[config.mk]
export PLATFORM = sky130hd
export DESIGN_NAME = wiper_sweep
export DESIGN_NICKNAME = d
export VERILOG_FILES = /design/src/rtl/sweep_pkg.sv /design/src/rtl/sweep_sync_edge.sv /design/src/rtl/sweep_pacer.sv /design/src/rtl/sweep_offset.sv /design/src/rtl/sweep_map.sv /design/src/rtl/wiper_sweep.sv
export SDC_FILE = /design/constraint.sdc
export NUM_CORES = 1
export LEC_CHECK = 0
export BUFFER_PORTS_ARGS = -buffer_cell sky130_fd_sc_hd__buf_2
export CAP_MARGIN = 20
export CORE_AREA = 2 2 66 93
export DETAILED_ROUTE_END_ITERATION = 7
export DIE_AREA = 0 0 68 95
export PLACE_DENSITY = 0.8
export SLEW_MARGIN = 25
export SYNTH_ARGS = -nofsm -noshare
export SYNTH_HDL_FRONTEND = slang
export SYNTH_HIERARCHICAL = 1
export SYNTH_SLANG_ARGS = --single-unit
[constraint.sdc]
create_clock -name clk -period 10.4 [get_ports clk]
set_clock_uncertainty 0.1 [all_clocks]
set_input_delay 2.6 -clock clk [delete_from_list [all_inputs] [get_ports clk]]
set_output_delay 2.6 -clock clk [all_outputs]
set_load 0.02 [all_outputs]
[src/rtl/sweep_pkg.sv]
// Shared types for the triangle sweep generator.
package sweep_pkg;
    // Direction of the sweep offset.
    typedef enum logic {
        DIR_UP   = 1'b0,
        DIR_DOWN = 1'b1
    } sweep_dir_e;
endpackage

[src/rtl/sweep_sync_edge.sv]
// Brings the asynchronous pacing pin into the clock domain through two
// flops and flags each falling edge for one cycle.
// Assumes: pin toggles no faster than a quarter of the clock rate.
module sweep_sync_edge (
    input  logic clk,
    input  logic rst_n,
    input  logic pin,
    output logic fall_evt
);
    logic s1_q, s2_q, prev_q;

    // Two-flop synchroniser plus one history flop for edge detection.
    always_ff @(posedge clk) begin
        if (!rst_n) begin
            s1_q   <= 1'b0;
            s2_q   <= 1'b0;
            prev_q <= 1'b0;
        end else begin
            s1_q   <= pin;
            s2_q   <= s1_q;
            prev_q <= s2_q;
        end
    end

    assign fall_evt = prev_q & ~s2_q;
endmodule

[src/rtl/sweep_pacer.sv]
// Counts pacing pulses: first the hold-off of HOLD_BASE + P/2 pulses,
// then repeating windows of P pulses, each ending in a step strobe.
// Assumes: rate_sel is steady except in a cycle with cfg_wr high.
module sweep_pacer #(
    parameter int SEL_W       = 2,
    parameter int PER_MIN_LOG = 5,
    parameter int HOLD_BASE   = 512
) (
    input  logic             clk,
    input  logic             rst_n,
    input  logic             cfg_wr,
    input  logic             fall_evt,
    input  logic [SEL_W-1:0] rate_sel,
    output logic             running,
    output logic             step_evt
);
    localparam int PER_MIN = 2 ** PER_MIN_LOG;
    localparam int PC_W    = PER_MIN_LOG + (2 ** SEL_W) - 1;
    localparam int MAX_PER = 2 ** PC_W;
    localparam int HC_W    = $clog2(HOLD_BASE + MAX_PER / 2 + 1);

    logic [PC_W:0]   per_len;
    logic [HC_W-1:0] hold_len;
    logic [PC_W-1:0] pcnt_q;
    logic [HC_W-1:0] hcnt_q;
    logic            run_q;
    logic            per_end;

    // Step length and hold-off length from the rate select.
    always_comb begin
        per_len  = (PC_W+1)'(PER_MIN) << rate_sel;
        hold_len = HC_W'(HOLD_BASE) + HC_W'(per_len >> 1);
        per_end  = ((PC_W+1)'(pcnt_q) == per_len - (PC_W+1)'(1));
    end

    // Hold-off counter, then period counter, both advanced by pulses.
    always_ff @(posedge clk) begin
        if (!rst_n || cfg_wr) begin
            run_q  <= 1'b0;
            hcnt_q <= '0;
            pcnt_q <= '0;
        end else if (fall_evt) begin
            if (!run_q) begin
                pcnt_q <= '0;
                if (hcnt_q == hold_len - HC_W'(1)) begin
                    run_q  <= 1'b1;
                    hcnt_q <= '0;
                end else begin
                    hcnt_q <= hcnt_q + HC_W'(1);
                end
            end else if (per_end) begin
                pcnt_q <= '0;
            end else begin
                pcnt_q <= pcnt_q + PC_W'(1);
            end
        end
    end

    assign running  = run_q;
    assign step_evt = fall_evt && run_q && per_end;
endmodule

[src/rtl/sweep_offset.sv]
// Holds the signed sweep offset and its direction. Moves one step per
// strobe, reversing at +span and -span. Cleared while clear is high.
// Assumes: span changes only while clear is high.
module sweep_offset
    import sweep_pkg::*;
#(
    parameter int SPAN_W = 5
) (
    input  logic                     clk,
    input  logic                     rst_n,
    input  logic                     clear,
    input  logic                     step,
    input  logic [SPAN_W-1:0]        span,
    output logic signed [SPAN_W:0]   off_q,
    output logic signed [SPAN_W:0]   off_nxt
);
    localparam logic signed [SPAN_W:0] ONE = 1;

    sweep_dir_e          dir_q, dir_nxt;
    logic signed [SPAN_W:0] span_s;

    // Next offset and direction for the triangle walk.
    always_comb begin
        span_s  = $signed({1'b0, span});
        off_nxt = off_q;
        dir_nxt = dir_q;
        if (clear) begin
            off_nxt = '0;
            dir_nxt = DIR_UP;
        end else if (step && span != '0) begin
            if (dir_q == DIR_UP) begin
                if (off_q < span_s) off_nxt = off_q + ONE;
                if (off_nxt == span_s) dir_nxt = DIR_DOWN;
            end else begin
                if (off_q > -span_s) off_nxt = off_q - ONE;
                if (off_nxt == -span_s) dir_nxt = DIR_UP;
            end
        end
    end

    // Offset and direction registers.
    always_ff @(posedge clk) begin
        if (!rst_n) begin
            off_q <= '0;
            dir_q <= DIR_UP;
        end else begin
            off_q <= off_nxt;
            dir_q <= dir_nxt;
        end
    end
endmodule

[src/rtl/sweep_map.sv]
// Limits the base value to [span, max-span], adds the offset and
// registers both output codes whenever load is high.
// Assumes: span is at most half the code range.
module sweep_map #(
    parameter int CODE_W = 7,
    parameter int SPAN_W = 5
) (
    input  logic                     clk,
    input  logic                     rst_n,
    input  logic                     load,
    input  logic [CODE_W-1:0]        base_code,
    input  logic [SPAN_W-1:0]        span,
    input  logic signed [SPAN_W:0]   off_nxt,
    output logic signed [CODE_W+1:0] sum,
    output logic [CODE_W-1:0]        main_code,
    output logic [CODE_W-1:0]        center_code
);
    localparam int SUM_W  = CODE_W + 2;
    localparam int CENTER = 2 ** (CODE_W - 1);
    localparam int TOP    = 2 ** CODE_W - 1;

    logic [CODE_W-1:0]       lo_lim, hi_lim, base_c;
    logic signed [SUM_W-1:0] ctr_sum;

    // Limit the base and form both sums.
    always_comb begin
        lo_lim = CODE_W'(span);
        hi_lim = CODE_W'(TOP) - CODE_W'(span);
        if (base_code < lo_lim)      base_c = lo_lim;
        else if (base_code > hi_lim) base_c = hi_lim;
        else                         base_c = base_code;
        sum     = $signed({2'b00, base_c}) + SUM_W'(off_nxt);
        ctr_sum = SUM_W'(CENTER) + SUM_W'(off_nxt);
    end

    // Output code registers.
    always_ff @(posedge clk) begin
        if (!rst_n) begin
            main_code   <= CODE_W'(CENTER);
            center_code <= CODE_W'(CENTER);
        end else if (load) begin
            main_code   <= sum[CODE_W-1:0];
            center_code <= ctr_sum[CODE_W-1:0];
        end
    end
endmodule

[src/rtl/wiper_sweep.sv]
// Top of the triangle sweep generator: synchroniser, pulse pacer,
// offset walker and code mapping.
// Assumes: base_code, span and rate_sel change only with cfg_wr high.
module wiper_sweep #(
    parameter int CODE_W      = 7,
    parameter int SPAN_W      = 5,
    parameter int SEL_W       = 2,
    parameter int PER_MIN_LOG = 5,
    parameter int HOLD_BASE   = 512
) (
    input  logic              clk,
    input  logic              rst_n,
    input  logic              sync_pin,
    input  logic [CODE_W-1:0] base_code,
    input  logic [SPAN_W-1:0] span,
    input  logic [SEL_W-1:0]  rate_sel,
    input  logic              cfg_wr,
    output logic [CODE_W-1:0] main_code,
    output logic [CODE_W-1:0] center_code
);
    logic                     fall_evt;
    logic                     running;
    logic                     step_evt;
    logic signed [SPAN_W:0]   off_q;
    logic signed [SPAN_W:0]   off_nxt;
    logic signed [CODE_W+1:0] sum_w;

    sweep_sync_edge u_sync (
        .clk      (clk),
        .rst_n    (rst_n),
        .pin      (sync_pin),
        .fall_evt (fall_evt)
    );

    sweep_pacer #(
        .SEL_W       (SEL_W),
        .PER_MIN_LOG (PER_MIN_LOG),
        .HOLD_BASE   (HOLD_BASE)
    ) u_pacer (
        .clk      (clk),
        .rst_n    (rst_n),
        .cfg_wr   (cfg_wr),
        .fall_evt (fall_evt),
        .rate_sel (rate_sel),
        .running  (running),
        .step_evt (step_evt)
    );

    sweep_offset #(
        .SPAN_W (SPAN_W)
    ) u_offset (
        .clk     (clk),
        .rst_n   (rst_n),
        .clear   (cfg_wr | ~running),
        .step    (step_evt),
        .span    (span),
        .off_q   (off_q),
        .off_nxt (off_nxt)
    );

    sweep_map #(
        .CODE_W (CODE_W),
        .SPAN_W (SPAN_W)
    ) u_map (
        .clk         (clk),
        .rst_n       (rst_n),
        .load        (cfg_wr | ~running | fall_evt),
        .base_code   (base_code),
        .span        (span),
        .off_nxt     (off_nxt),
        .sum         (sum_w),
        .main_code   (main_code),
        .center_code (center_code)
    );
endmodule

# After elaboration in Yosys (flattened, before gate mapping)
# Index checks and enable logic that the tools add are counted.
[classes] add_sub_neg=11 n_lt_le_gt_ge=4 eq_ne=4 n_shift=1 n_mux=21 bitwise=6 n_reduce_logical=8
[ops] cell="$mux W6" count=11
[ops] cell="$mux W8" count=2
[ops] cell="$mux W7" count=2
[ops] cell="$eq A6 B6 Y1" count=2
[ops] cell="$add A10 B1 Y10 const B" count=1
[ops] cell="$add A10 B8 Y10 const A" count=1
[ops] cell="$eq A10 B10 Y1" count=1
[ops] cell="$mux W10" count=1
[ops] cell="$sub A10 B1 Y10 const B" count=1
[ops] cell="$eq A8 B9 Y1" count=1
[ops] cell="$shl A6 B2 Y9 const A" count=1
[ops] cell="$sub A9 B1 Y9 const B" count=1
[ops] cell="$add A8 B1 Y8 const B" count=1
[ops] cell="$add A7 B6 Y7" count=1
[ops] cell="$add A7 B6 Y7 const A" count=1
[ops] cell="$gt A7 B7 Y1" count=1
[ops] cell="$lt A7 B5 Y1" count=1
[ops] cell="$sub A1 B6 Y7 const A" count=1
[ops] cell="$add A6 B2 Y6 const B" count=1
[ops] cell="$gt A6 B6 Y1" count=1
[ops] cell="$lt A6 B6 Y1" count=1
[ops] cell="$neg A5 Y6" count=1
[ops] cell="$sub A6 B2 Y6 const B" count=1
[ops] cell="$mux W1" count=5
[ops] cell="9 further kinds" count=14
[word_totals] regBits=43 in_bits=18 wordCells=65

# Logic depth before layout (Yosys ltp)
# Gate-level depths: netlist (run 1).
[logic_depth] depth_word=11 ltp_mapped=20

# Cells and area by module
# The synthesis (run 1) kept the hierarchy.
[modules_own_cells] mod="sweep_offset" instances=1 cells_per_inst=157 area_per_inst_um2=1218.7 seq_area_each_um2=140.1
[modules_own_cells] mod="sweep_map" instances=1 cells_per_inst=134 area_per_inst_um2=1201.2 seq_area_each_um2=280.3
[modules_own_cells] mod="sweep_pacer" instances=1 cells_per_inst=120 area_per_inst_um2=1027.2 seq_area_each_um2=380.4
[modules_own_cells] mod="sweep_sync_edge" instances=1 cells_per_inst=7 area_per_inst_um2=88.8 seq_area_each_um2=60.1
[modules_own_cells] mod="wiper_sweep" instances=1 cells_per_inst=2 area_per_inst_um2=15.0 seq_area_each_um2=0.0

# Worst setup path after synthesis (run 1)
# No wires, ideal clock.
[synth_timing] path_kind="input -> register" startpoint="in span[1]" endpoint="reg u_map.main_code[5]" t_arrival_ns=6.233 required_ns=10.184 slack_ns=3.951 path_stages=19 n_path_buf=0 cell_sequence="inv_1 > ha_1 > and3_1 > ha_1 > inv_1 > ha_1 > a211o_1 > a31oi_2 > nand3_2 > nand4_1 > mux2i_1 > a22o_1 > nor3_1 > ha_1 > and3_1 > a2111o_1 > xor2_1 > mux2i_1 > nor2b_1"
[synth_via] elab_chain_cells=10 word_cells_on_any_way=22 cone_classes="3 x add/sub; 4 x order compare; 13 x mux; 2 x reduce/logical"
[synth_lines] element="start: declaration" line_no="wiper_sweep.sv:15" text="input logic [SPAN_W-1:0] span,"
[synth_lines] element="$neg A5 Y6" line_no="sweep_offset.sv:35" text="if (off_q > -span_s) off_nxt = off_q - ONE;"
[synth_lines] element="$gt A6 B6 Y1" line_no="sweep_offset.sv:35"
[synth_lines] element="$mux W6" line_no="sweep_offset.sv:35"
[synth_lines] element="$mux W6" line_no="sweep_offset.sv:31" text="if (dir_q == DIR_UP) begin"
[synth_lines] element="$mux W6" line_no="sweep_offset.sv:30" text="end else if (step && span != '0) begin"
[synth_lines] element="$mux W6" line_no="sweep_offset.sv:27" text="if (clear) begin"
[synth_lines] element="$mux W6" line_no="sweep_offset.sv:31"
[synth_lines] element="$mux W6 (*)" line_no="sweep_offset.sv:30"
[synth_lines] element="$mux W6 (*)" line_no="sweep_offset.sv:27"
[synth_lines] element="net off_nxt[4]" line_no="wiper_sweep.sv:25" text="logic signed [SPAN_W:0] off_nxt;"
[synth_lines] element="$add A7 B6 Y7 (*)" line_no="sweep_map.sv:32" text="sum = $signed({2'b00, base_c}) + SUM_W'(off_nxt);"
[synth_lines] element="net sum_w[5]" line_no="wiper_sweep.sv:26" text="logic signed [CODE_W+1:0] sum_w;"
[synth_lines] element="end signal: assignment" line_no="sweep_map.sv:39" text="main_code <= CODE_W'(CENTER);"
[synth_lines] element="end signal: assignment" line_no="sweep_map.sv:42" text="main_code <= sum[CODE_W-1:0];"
[synth_lines] element="end: declaration" line_no="sweep_map.sv:15" text="output logic [CODE_W-1:0] main_code,"
# The timed path passes the listed nets; every way through them passes the cells marked *. The select of a mux whose other input is x is not followed.
# A chain may end at the register's enable or synchronous reset.

# Final worst setup path (run 1)
# Same ends and word-level chain as after synthesis.

==> results by group, run 1 <==
Clock network
  – Post-CTS setup buffers: 0
  – H-tree levels: 2
  – Clock Sink Count: 43
  – CTS tree: built
  – CTS clk-pin slew, worst paths: 0.09 ns
  – CTS root buffer: clkbuf_8
  – Post-CTS sizing: 0
  – Post-CTS Hold Fix Bufs: 0
  – Clock latency on the worst-skew pair: 0.29 ns
  – TritonCTS buffer count: 5
  – Clock tree buffer depth: 2

GRT
  – Total GRT Usage: 26.0%
  – Initial antenna violation count: 0
  – Vias in the first global route: 2956
  – Largest net degree at the start of global routing: 25
  – Global-route wire length before repair: 13.1 mm
  – Gr ovfl total: 0

Timing
  – Max Slew Vio Count: 0
  – Setup total negative slack: 0 ns
  – Maximum clock frequency: 147 MHz
  – Final Setup Violations: 0
  – Final period utilization: between 60% and 70%
  – Worst Tran Pin Value: between 0.8 and 0.9 ns
  – RSZ-0062 raised after global routing: false
  – Endpoints failing hold: 0
  – Crit path time final: 6.81 ns
  – Headroom to the max-slew limit: between 40% and 50%

Worst setup path
  – CP max stage delay: 0.42 ns
  – Crit Path Max Fanout: 9
  – Most used cell, CP: ha_1
  – Worst-path cell chain: buf_2 > inv_1 > ha_1 > and3_1 > ha_1 > inv_1 > ha_1 > and3_1 > a41oi_2 > nand4_1 > mux2i_1 > a22o_1 > nor3_1 > ha_1 > and3_1 > a2111o_1 > xor2_1 > mux2i_1 > nor2b_1
  – Critical path required time: roughly 10 ns
  – Type of the worst setup path: input port to flip-flop
  – Critical-path top delay cell: a41oi_2
  – Critical Path Source Type: input port
  – Type of element capturing the critical path: flip-flop
  – Critical Path AT: ~6.9 ns

Placed design
  – DP HPWL: 5.85 mm
  – DP Area: about 0.0036 mm^2
  – IO Port Bufs: 31
  – Routability cong.: a little under 1

Route
  – Initial DRC Count: around 220
  – Drt first pass iters: 4
  – Drt total wl: 7.82 mm
  – Number of routed nets with antenna violations: 0
  – Remaining DRCs: 0
  – Via count: 3012
  – Drt via density: 5.98
  – Drt wl/cell: 15.5 um

Synthesis
  – Post-Syn Area: between 0.003 and 0.004 mm^2
  – Syn Nets: between 400 and 500
  – Post-synthesis cell count: a little over 400
  – Syn_area_per_cell: approximately 8.5 um^2
  – Ys Warns: 6

Layout
  – Syn-to-layout area delta: 7.91%
  – Layout cell share with drive strength beyond 1: between 10% and 20%
  – # diodes: 0
  – Register area: 861 um^2
  – Layout Nets: around 490
  – FILL cells: approximately 500
  – Final instance area: 0.00375 mm^2
  – Area used by multi-input combinational logic: 0.00245 mm^2

Pwr
  – PD cells: 94.6 mW/mm^2
  – Tot Pwr: 355 uW
  – VDD IR max: 102 uV
  – Pleak: between 1.5 and 2 nW

Floorplan
  – Num rows: 33
  – CORE AREA: ~0.0057 mm^2
  – Starting Density: approximately three fifths
  – Die Span Y: 95 um
  – Die area: 0.00646 mm^2
  – Io pins: 32
  – Die width: 68 um

Hold path
  – Hold WC Path Type: flip-flop to flip-flop

Run status
  – Status: completed

Job
  – Total of max-cap violations: 0
## worst max-delay path: cells and delay by family
kind	cells	cell delay, ns
and+or+nand+nor	6	1.25
xor gates and xnor gates	1	0.15
buffers and inverters	3	0.32
muxes	2	0.31
AOI/OAI and AO/OA	3	1.10
adders and majority gates	4	1.17
## layout make-up
cell class                      count  area share [%]
Timing Repair Buffer               31            4.13
Clock inverter                      3            1.17
Multi-Input combinational cell    329            65.3
Tap cell                           70            2.33
Sequential cell                    43            22.9
Inverter                           23            2.30
Clock buffer                        5            1.83
## metrics by stage
step	utilization, %	setup WS, ns	instances	hold WS, ns
4_1_cts	65.9	3.65	504	0.355
6_report	65.9	3.59	504	0.348
3_5_place_dp	63.9	3.33	496	0.333
5_1_grt	65.9	3.35	504	0.361
3_3_place_gp	63.9	3.51	496	0.326
2_1_floorplan	-	3.97	410	0.306
## routing by layer
layer	wire length, um	vias up	track usage [%]
li1	-	1500	-
met5	0	-	0
met2	3930	81	44.5
met4	261	0	12.5
met3	371	22	5.96
met1	3250	1409	29.8
## sequential cells by signal (all words and copies together) (netlist names)
name and flops:
u_map/center_code 7, u_map/main_code 7, u_offset/dir_q 1, u_offset/off_q 6, u_pacer/hcnt_q 10, u_pacer/pcnt_q 8
u_pacer/running 1, u_sync/prev_q 1, u_sync/s1_q 1, u_sync/s2_q 1
## power by group
part	switching, mW	leakage, nW	internal (mW)	total (mW)
clock	0.0594	0.0581	0.0715	0.131
sequential	0.00148	0.349	0.167	0.169
combinational	0.0333	1.29	0.0223	0.0556
total	0.0941	1.69	0.261	0.355
## final timing paths
kind,startpoint,to,slack [ns],depth (start not counted)
worst min register to register,u_sync/s1_q$_SDFF_PN0_,u_sync/s2_q$_SDFF_PN0_,0.35,1
worst max register to register,u_offset/off_q[1]$_SDFF_PN0_,u_map/main_code[5]$_SDFFE_PN0P_,6.21,14
worst min-delay path,u_sync/s1_q$_SDFF_PN0_,u_sync/s2_q$_SDFF_PN0_,0.35,1
worst max-delay path,span[1],u_map/main_code[5]$_SDFFE_PN0P_,3.59,19
## cells in the final DEF, fill, tap and decap left out, types with 6 or more instances in the layout
| cell type | n |
|---|---|
| dfxtp_1 | 43 |
| xor2_1 | 21 |
| inv_1 | 23 |
| nand2b_1 | 6 |
| nand2_1 | 32 |
| nor2_1 | 39 |
| ha_1 | 33 |
| nor2b_1 | 17 |
| buf_2 | 31 |
| nand3_1 | 11 |
| mux2i_1 | 15 |
| nor3_1 | 6 |
| o211ai_1 | 11 |
| a21oi_1 | 14 |
| and3_1 | 10 |
| xnor2_1 | 16 |
Note: power is estimated with default switching activity, not from simulation.
==> inputs of run 2 (changes only) <==
--- a/config.mk
+++ b/config.mk
@@ -5,12 +5,13 @@
 export SDC_FILE = /design/constraint.sdc
 export NUM_CORES = 1
 export LEC_CHECK = 0
+export ABC_AREA = 1
 export BUFFER_PORTS_ARGS = -buffer_cell sky130_fd_sc_hd__buf_2
 export CAP_MARGIN = 20
-export CORE_AREA = 2 2 66 93
+export CORE_AREA = 2 2 73 103
 export DETAILED_ROUTE_END_ITERATION = 7
-export DIE_AREA = 0 0 68 95
-export PLACE_DENSITY = 0.8
+export DIE_AREA = 0 0 75 105
+export PLACE_DENSITY = 0.71
 export SLEW_MARGIN = 25
 export SYNTH_ARGS = -nofsm -noshare
 export SYNTH_HDL_FRONTEND = slang
==> constraint.sdc (replaced) <==
create_clock -name clk -period 6 [get_ports clk]
set_clock_uncertainty 0.1 [all_clocks]
set_input_delay 1.5 -clock clk [delete_from_list [all_inputs] [get_ports clk]]
set_output_delay 1.5 -clock clk [all_outputs]
set_load 0.02 [all_outputs]
==> results by group, run 2 <==
Run status
  – Status: completed

Synthesis
  – Ys Warns: 6
  – Syn Nets: 623
  – Post-Syn Area: approximately 0.0036 mm^2
  – Syn_area_per_cell: 6.35 um^2
  – Post-synthesis cell count: 571

Layout
  – Most frequent cells in the layout: nand2_1, inv_1, nand3_1
  – Syn-to-layout area delta: 9.18%
  – Most common cell after layout, fill and taps aside: nand2_1
  – # diodes: 0
  – Largest registers: u_pacer/hcnt_q x10, u_pacer/pcnt_q x8
  – Layout Nets: 654
  – Top reg by flops: u_pacer/hcnt_q
  – Finished Layout Cells: 697
  – Layout cell share with drive strength beyond 1: 12.1%
  – Max reg flops: 10

Floorplan
  – Num rows: 36
  – Io pins: 32
  – Die Span Y: 105 um
  – CORE AREA: 0.00689 mm^2
  – Starting Density: 52.6%
  – Die width: 75 um
  – Die area: 0.00788 mm^2

Pwr
  – P_int: 415 uW
  – P_sw: about 170 uW
  – VDD IR max: 116 uV
  – Flop pwr share: around 50%
  – Pleak: 2.05 nW
  – PD cells: 147 mW/mm^2
  – Clock power share: 32.6%
  – Combinational Power Share: about 17%
  – Sw frac: between 20 and 30%

Route
  – Drt first pass iters: 5
  – Number of routed nets with antenna violations: 0
  – Remaining DRCs: 0
  – Via count: 3675
  – Initial DRC Count: 122
  – Drt total wl: 8.95 mm
  – Drt wl/cell: 12.8 um
  – Drt via density: 5.27

GRT
  – Gr ovfl total: 0
  – Gr busiest metal: met2
  – Met2 Track Usage GR: 45.1%
  – Global-route wire length before repair: 15.0 mm
  – Largest net degree at the start of global routing: 17
  – Total GRT Usage: 24.0%
  – Initial antenna violation count: 0
  – Met3 GRT Util: 3.09%
  – Met1 usage: 24.8%
  – Vias in the first global route: 3589

Timing
  – Final Setup Violations: 0
  – Max Slew Vio Count: 0
  – Setup total negative slack: 0 ns
  – Maximum clock frequency: 202 MHz
  – Final period utilization: 82.6%
  – Crit path time final: 4.96 ns
  – RSZ-0062 raised after global routing: false
  – Headroom to the max-slew limit: between 60 and 70%
  – Worst Tran Pin Value: 0.479 ns
  – Endpoints failing hold: 0

Worst setup path
  – Critical Path AT: 5.05 ns
  – Critical path required time: 6.09 ns
  – Critical Path Source Type: input port
  – Type of element capturing the critical path: flip-flop
  – Crit Path Max Fanout: 9
  – CP max stage delay: 0.40 ns
  – Critical-path top delay cell: fa_1
  – Type of the worst setup path: input port to flip-flop

Job
  – Total of max-cap violations: 0

Clock network
  – CTS clk-pin slew, worst paths: ~0.080 ns
  – Post-CTS setup buffers: 0
  – CTS tree: built
  – Clock tree buffer depth: 2
  – TritonCTS buffer count: 5
  – Post-CTS Hold Fix Bufs: 0
  – Clock Sink Count: 43
  – H-tree levels: 2
  – Post-CTS sizing: 0
  – CTS root buffer: clkbuf_8
  – Clock latency on the worst-skew pair: ~0.29 ns

Placed design
  – Placed cell count: 690
  – Routability cong.: between 0.9 and 1
  – IO Port Bufs: 31
  – DP HPWL: about 7.2 mm

Hold path
  – Hold WC Path Type: flip-flop to flip-flop
==> run 2: final timing paths <==
path	from	to	slack, ns	depth (start not counted)
max	span[0]	u_map/main_code[6]$_SDFFE_PN1P_	1.04	27
min	u_sync/s1_q$_SDFF_PN0_	u_sync/s2_q$_SDFF_PN0_	0.32	2
max reg2reg	u_offset/off_q[0]$_SDFF_PN0_	u_map/main_code[5]$_SDFFE_PN0P_	2.36	22
min reg2reg	u_sync/s1_q$_SDFF_PN0_	u_sync/s2_q$_SDFF_PN0_	0.32	2
==> run 2: metrics by stage <==
| stage | instance area (um^2) | hold slack (ns) | setup WS [ns] | utilization, % | total power [mW] |
|---|---|---|---|---|---|
| global route | 3960 | 0.346 | 0.796 | 57.4 | 0.609 |
| floorplan | 3620 | 0.286 | 1.36 | - | 0.367 |
| detailed placement | 3870 | 0.303 | 0.778 | 56.2 | 0.399 |
| global placement | 3870 | 0.289 | 0.914 | 56.2 | 0.397 |
| CTS | 3960 | 0.320 | 1.10 | 57.4 | 0.587 |
| finish | 3960 | 0.322 | 1.04 | 57.4 | 0.581 |
==> run 2: routing by layer <==
| layer | wire, um | part of all wire [%] | vias up |
|---|---|---|---|
| met3 | 279 | 3.1 | 37 |
| li1 | - | - | 1886 |
| met5 | 0 | 0 | - |
| met2 | 4810 | 54 | 90 |
| met4 | 387 | 4.3 | 0 |
| met1 | 3470 | 39 | 1662 |
==> run 2: area by class of cell <==
| class | instances | area [um^2] |
|---|---|---|
| inverter | 100 | 375 |
| sequential | 43 | 861 |
| multi-input combinational | 420 | 2350 |
| clock buffer | 6 | 82.6 |
| fill | 690 | 2930 |
| tap | 95 | 119 |
| clock inverter | 1 | 5.00 |
| timing repair buffer | 32 | 163 |
==> run 2: worst max-delay path: cells and delay by family <==
| kind | cells | cell delay, ns |
|---|---|---|
| simple gates | 16 | 1.38 |
| buf+inv | 4 | 0.46 |
| fa+ha+maj | 5 | 1.44 |
| compound gates | 2 | 0.25 |
==> run 2: power by group through the flow <==
stage	registers, mW	clock network (mW)	logic, mW
2_1_floorplan	0.303	0	0.0641
3_3_place_gp	0.299	0	0.0981
3_5_place_dp	0.299	0	0.0999
4_1_cts	0.292	0.195	0.100
5_1_grt	0.293	0.204	0.113
6_report	0.292	0.189	0.0999
==> inputs of run 3 (changes only) <==
==> constraint.sdc (replaced) <==
create_clock -name clk -period 4.25 [get_ports clk]
set_clock_uncertainty 0.1 [all_clocks]
set_input_delay 1.0625 -clock clk [delete_from_list [all_inputs] [get_ports clk]]
set_output_delay 1.0625 -clock clk [all_outputs]
set_load 0.02 [all_outputs]
==> results by group, run 3 (synthesis gave the netlist of run 2 again) <==
Route
  – Initial DRC Count: 186
  – Drt total wl: between 9 and 10 mm
  – Drt first pass iters: 6
  – Drt via density: 5.18
  – Remaining DRCs: 0
  – Via count: 3844
  – Number of routed nets with antenna violations: 0
  – Drt wl/cell: 12.9 um

Clock network
  – TritonCTS buffer count: 5
  – Clock latency on the worst-skew pair: around 0.31 ns
  – CTS root buffer: clkbuf_8
  – CTS tree: built
  – Clock tree buffer depth: 2
  – CTS clk-pin slew, worst paths: 0.10 ns
  – Clock Sink Count: 43
  – H-tree levels: 2

Worst setup path
  – Type of element capturing the critical path: flip-flop
  – Critical Path Source Type: input port
  – CP top delay family: simple AND/OR/NAND/NOR gates
  – Type of the worst setup path: input port to flip-flop
  – CP max stage delay: 0.35 ns
  – Critical-path top delay cell: fa_2
  – Critical Path AT: about 4.2 ns
  – Crit Path Max Fanout: 6
  – Critical path required time: 4.36 ns
  – Buffers and inverters on the worst path: 4

Placed design
  – Setup WS pre-CTS: -0.275 ns
  – IO Port Bufs: 31
  – DP Area: around 0.0042 mm^2
  – Routability cong.: 0.975
  – DP HPWL: about 7.5 mm

Pwr
  – Tot Pwr: 867 uW
  – Pleak: 2.30 nW
  – PD cells: just under 200 mW/mm^2
  – VDD IR max: around 180 uV

GRT
  – Initial antenna violation count: 0
  – Gr ovfl total: 0
  – Largest net degree at the start of global routing: 17
  – Total GRT Usage: 24.5%
  – Vias in the first global route: around 3600
  – Global-route wire length before repair: 15.4 mm

Layout
  – Layout cell share with drive strength beyond 1: 23.2%
  – Most frequent cells in the layout: nand2_1, inv_1, nand3_1
  – Final instance area: 0.00449 mm^2
  – Most common cell after layout, fill and taps aside: nand2_1
  – Top reg by flops: u_pacer/hcnt_q
  – # diodes: 0
  – Layout Nets: 698
  – Largest registers: u_pacer/hcnt_q x10, u_pacer/pcnt_q x8
  – Syn-to-layout area delta: 24.0%
  – Max reg flops: 10
  – FILL cells: around 640

Timing
  – PnR worst setup slack: 0.118 ns
  – Final Hold Slack: approximately 0.32 ns
  – Worst Tran Pin Value: 0.412 ns
  – RSZ-0062 raised after global routing: true
  – Final period utilization: 97.2%
  – Final Setup Violations: 0
  – Max Slew Vio Count: 0
  – Maximum clock frequency: ~240 MHz
  – Endpoints failing hold: 0
  – Crit path time final: 4.13 ns
  – Headroom to the max-slew limit: around 72%

Floorplan
  – Num rows: 36
  – Die Span Y: 105 um
  – Io pins: 32
  – Die area: 0.00788 mm^2
  – Die width: 75 um
  – CORE AREA: between 0.006 and 0.007 mm^2
  – Starting Density: 52.6%

Hold path
  – Hold WC Path Type: flip-flop to flip-flop

Job
  – Total of max-cap violations: 0

Run status
  – Status: completed
run 3: cell types whose count changed in the layout (fill, tap and decap cells not counted), sizes merged:
cell | previous run | this run
clkbuf | 6 | 5
inv | 98 | 100
buf | 32 | 76
run 3: through the flow:
stage,instances,util (%),setup TNS (ns)
2_1_floorplan,571,-,0
3_3_place_gp,730,60.5,-0.684
3_5_place_dp,730,60.5,-1.20
4_1_cts,738,61.9,0
5_1_grt,742,65.2,-0.124
6_report,742,65.2,0
run 3: metal layers:
metal / vias up / GRT usage [%] / routed length (um)
li1: 1970 / - / -
met1: 1752 / 26.4 / 3660
met2: 96 / 46.6 / 5310
met3: 26 / 2.80 / 309
met4: 0 / 8.67 / 285
met5: - / 0 / 0
run 3: final timing paths:
check                                                   from                              end  slack (ns)  depth (start not counted)
worst min-delay path                  u_sync/s2_q$_SDFF_PN0_         u_sync/prev_q$_SDFF_PN0_        0.32                          2
worst max register to register  u_offset/off_q[0]$_SDFF_PN0_  u_map/main_code[5]$_SDFFE_PN0P_        0.77                         22
worst min register to register        u_sync/s2_q$_SDFF_PN0_         u_sync/prev_q$_SDFF_PN0_        0.32                          2
worst max-delay path                                 span[1]  u_map/main_code[6]$_SDFFE_PN1P_        0.12                         27
run 3: final cells by class:
type / count / area, um^2 / share of cell area (%)
Inverter: 100 / 375 / 8.35
Timing Repair Buffer: 76 / 493 / 11.0
Clock buffer: 5 / 68.8 / 1.53
Sequential cell: 43 / 861 / 19.2
Multi-Input combinational cell: 420 / 2550 / 56.8
Tap cell: 95 / 119 / 2.64
Clock inverter: 3 / 26.3 / 0.585
run 3: repair_timing:
item | 4_1_cts | 5_1_grt
setup buffers | 0 | 4
gates resized for setup | 0 | 40
hold buffers | 0 | 0
endpoints found under the setup margin | 0 | 6
run 3: report_power, final:
group          switching (mW)  internal (mW)  leakage, nW
combinational           0.104         0.0724         1.90
sequential            0.00317          0.409        0.349
clock                   0.157          0.121       0.0491
total                   0.265          0.603         2.30
run 3: tightest hold or removal path, delay by kind of cell (launching register included):
family,cells,cell delay (ns)
buffers and inverters,1,0.03
flip-flops,1,0.31
AND/OR/NAND/NOR,1,0.05
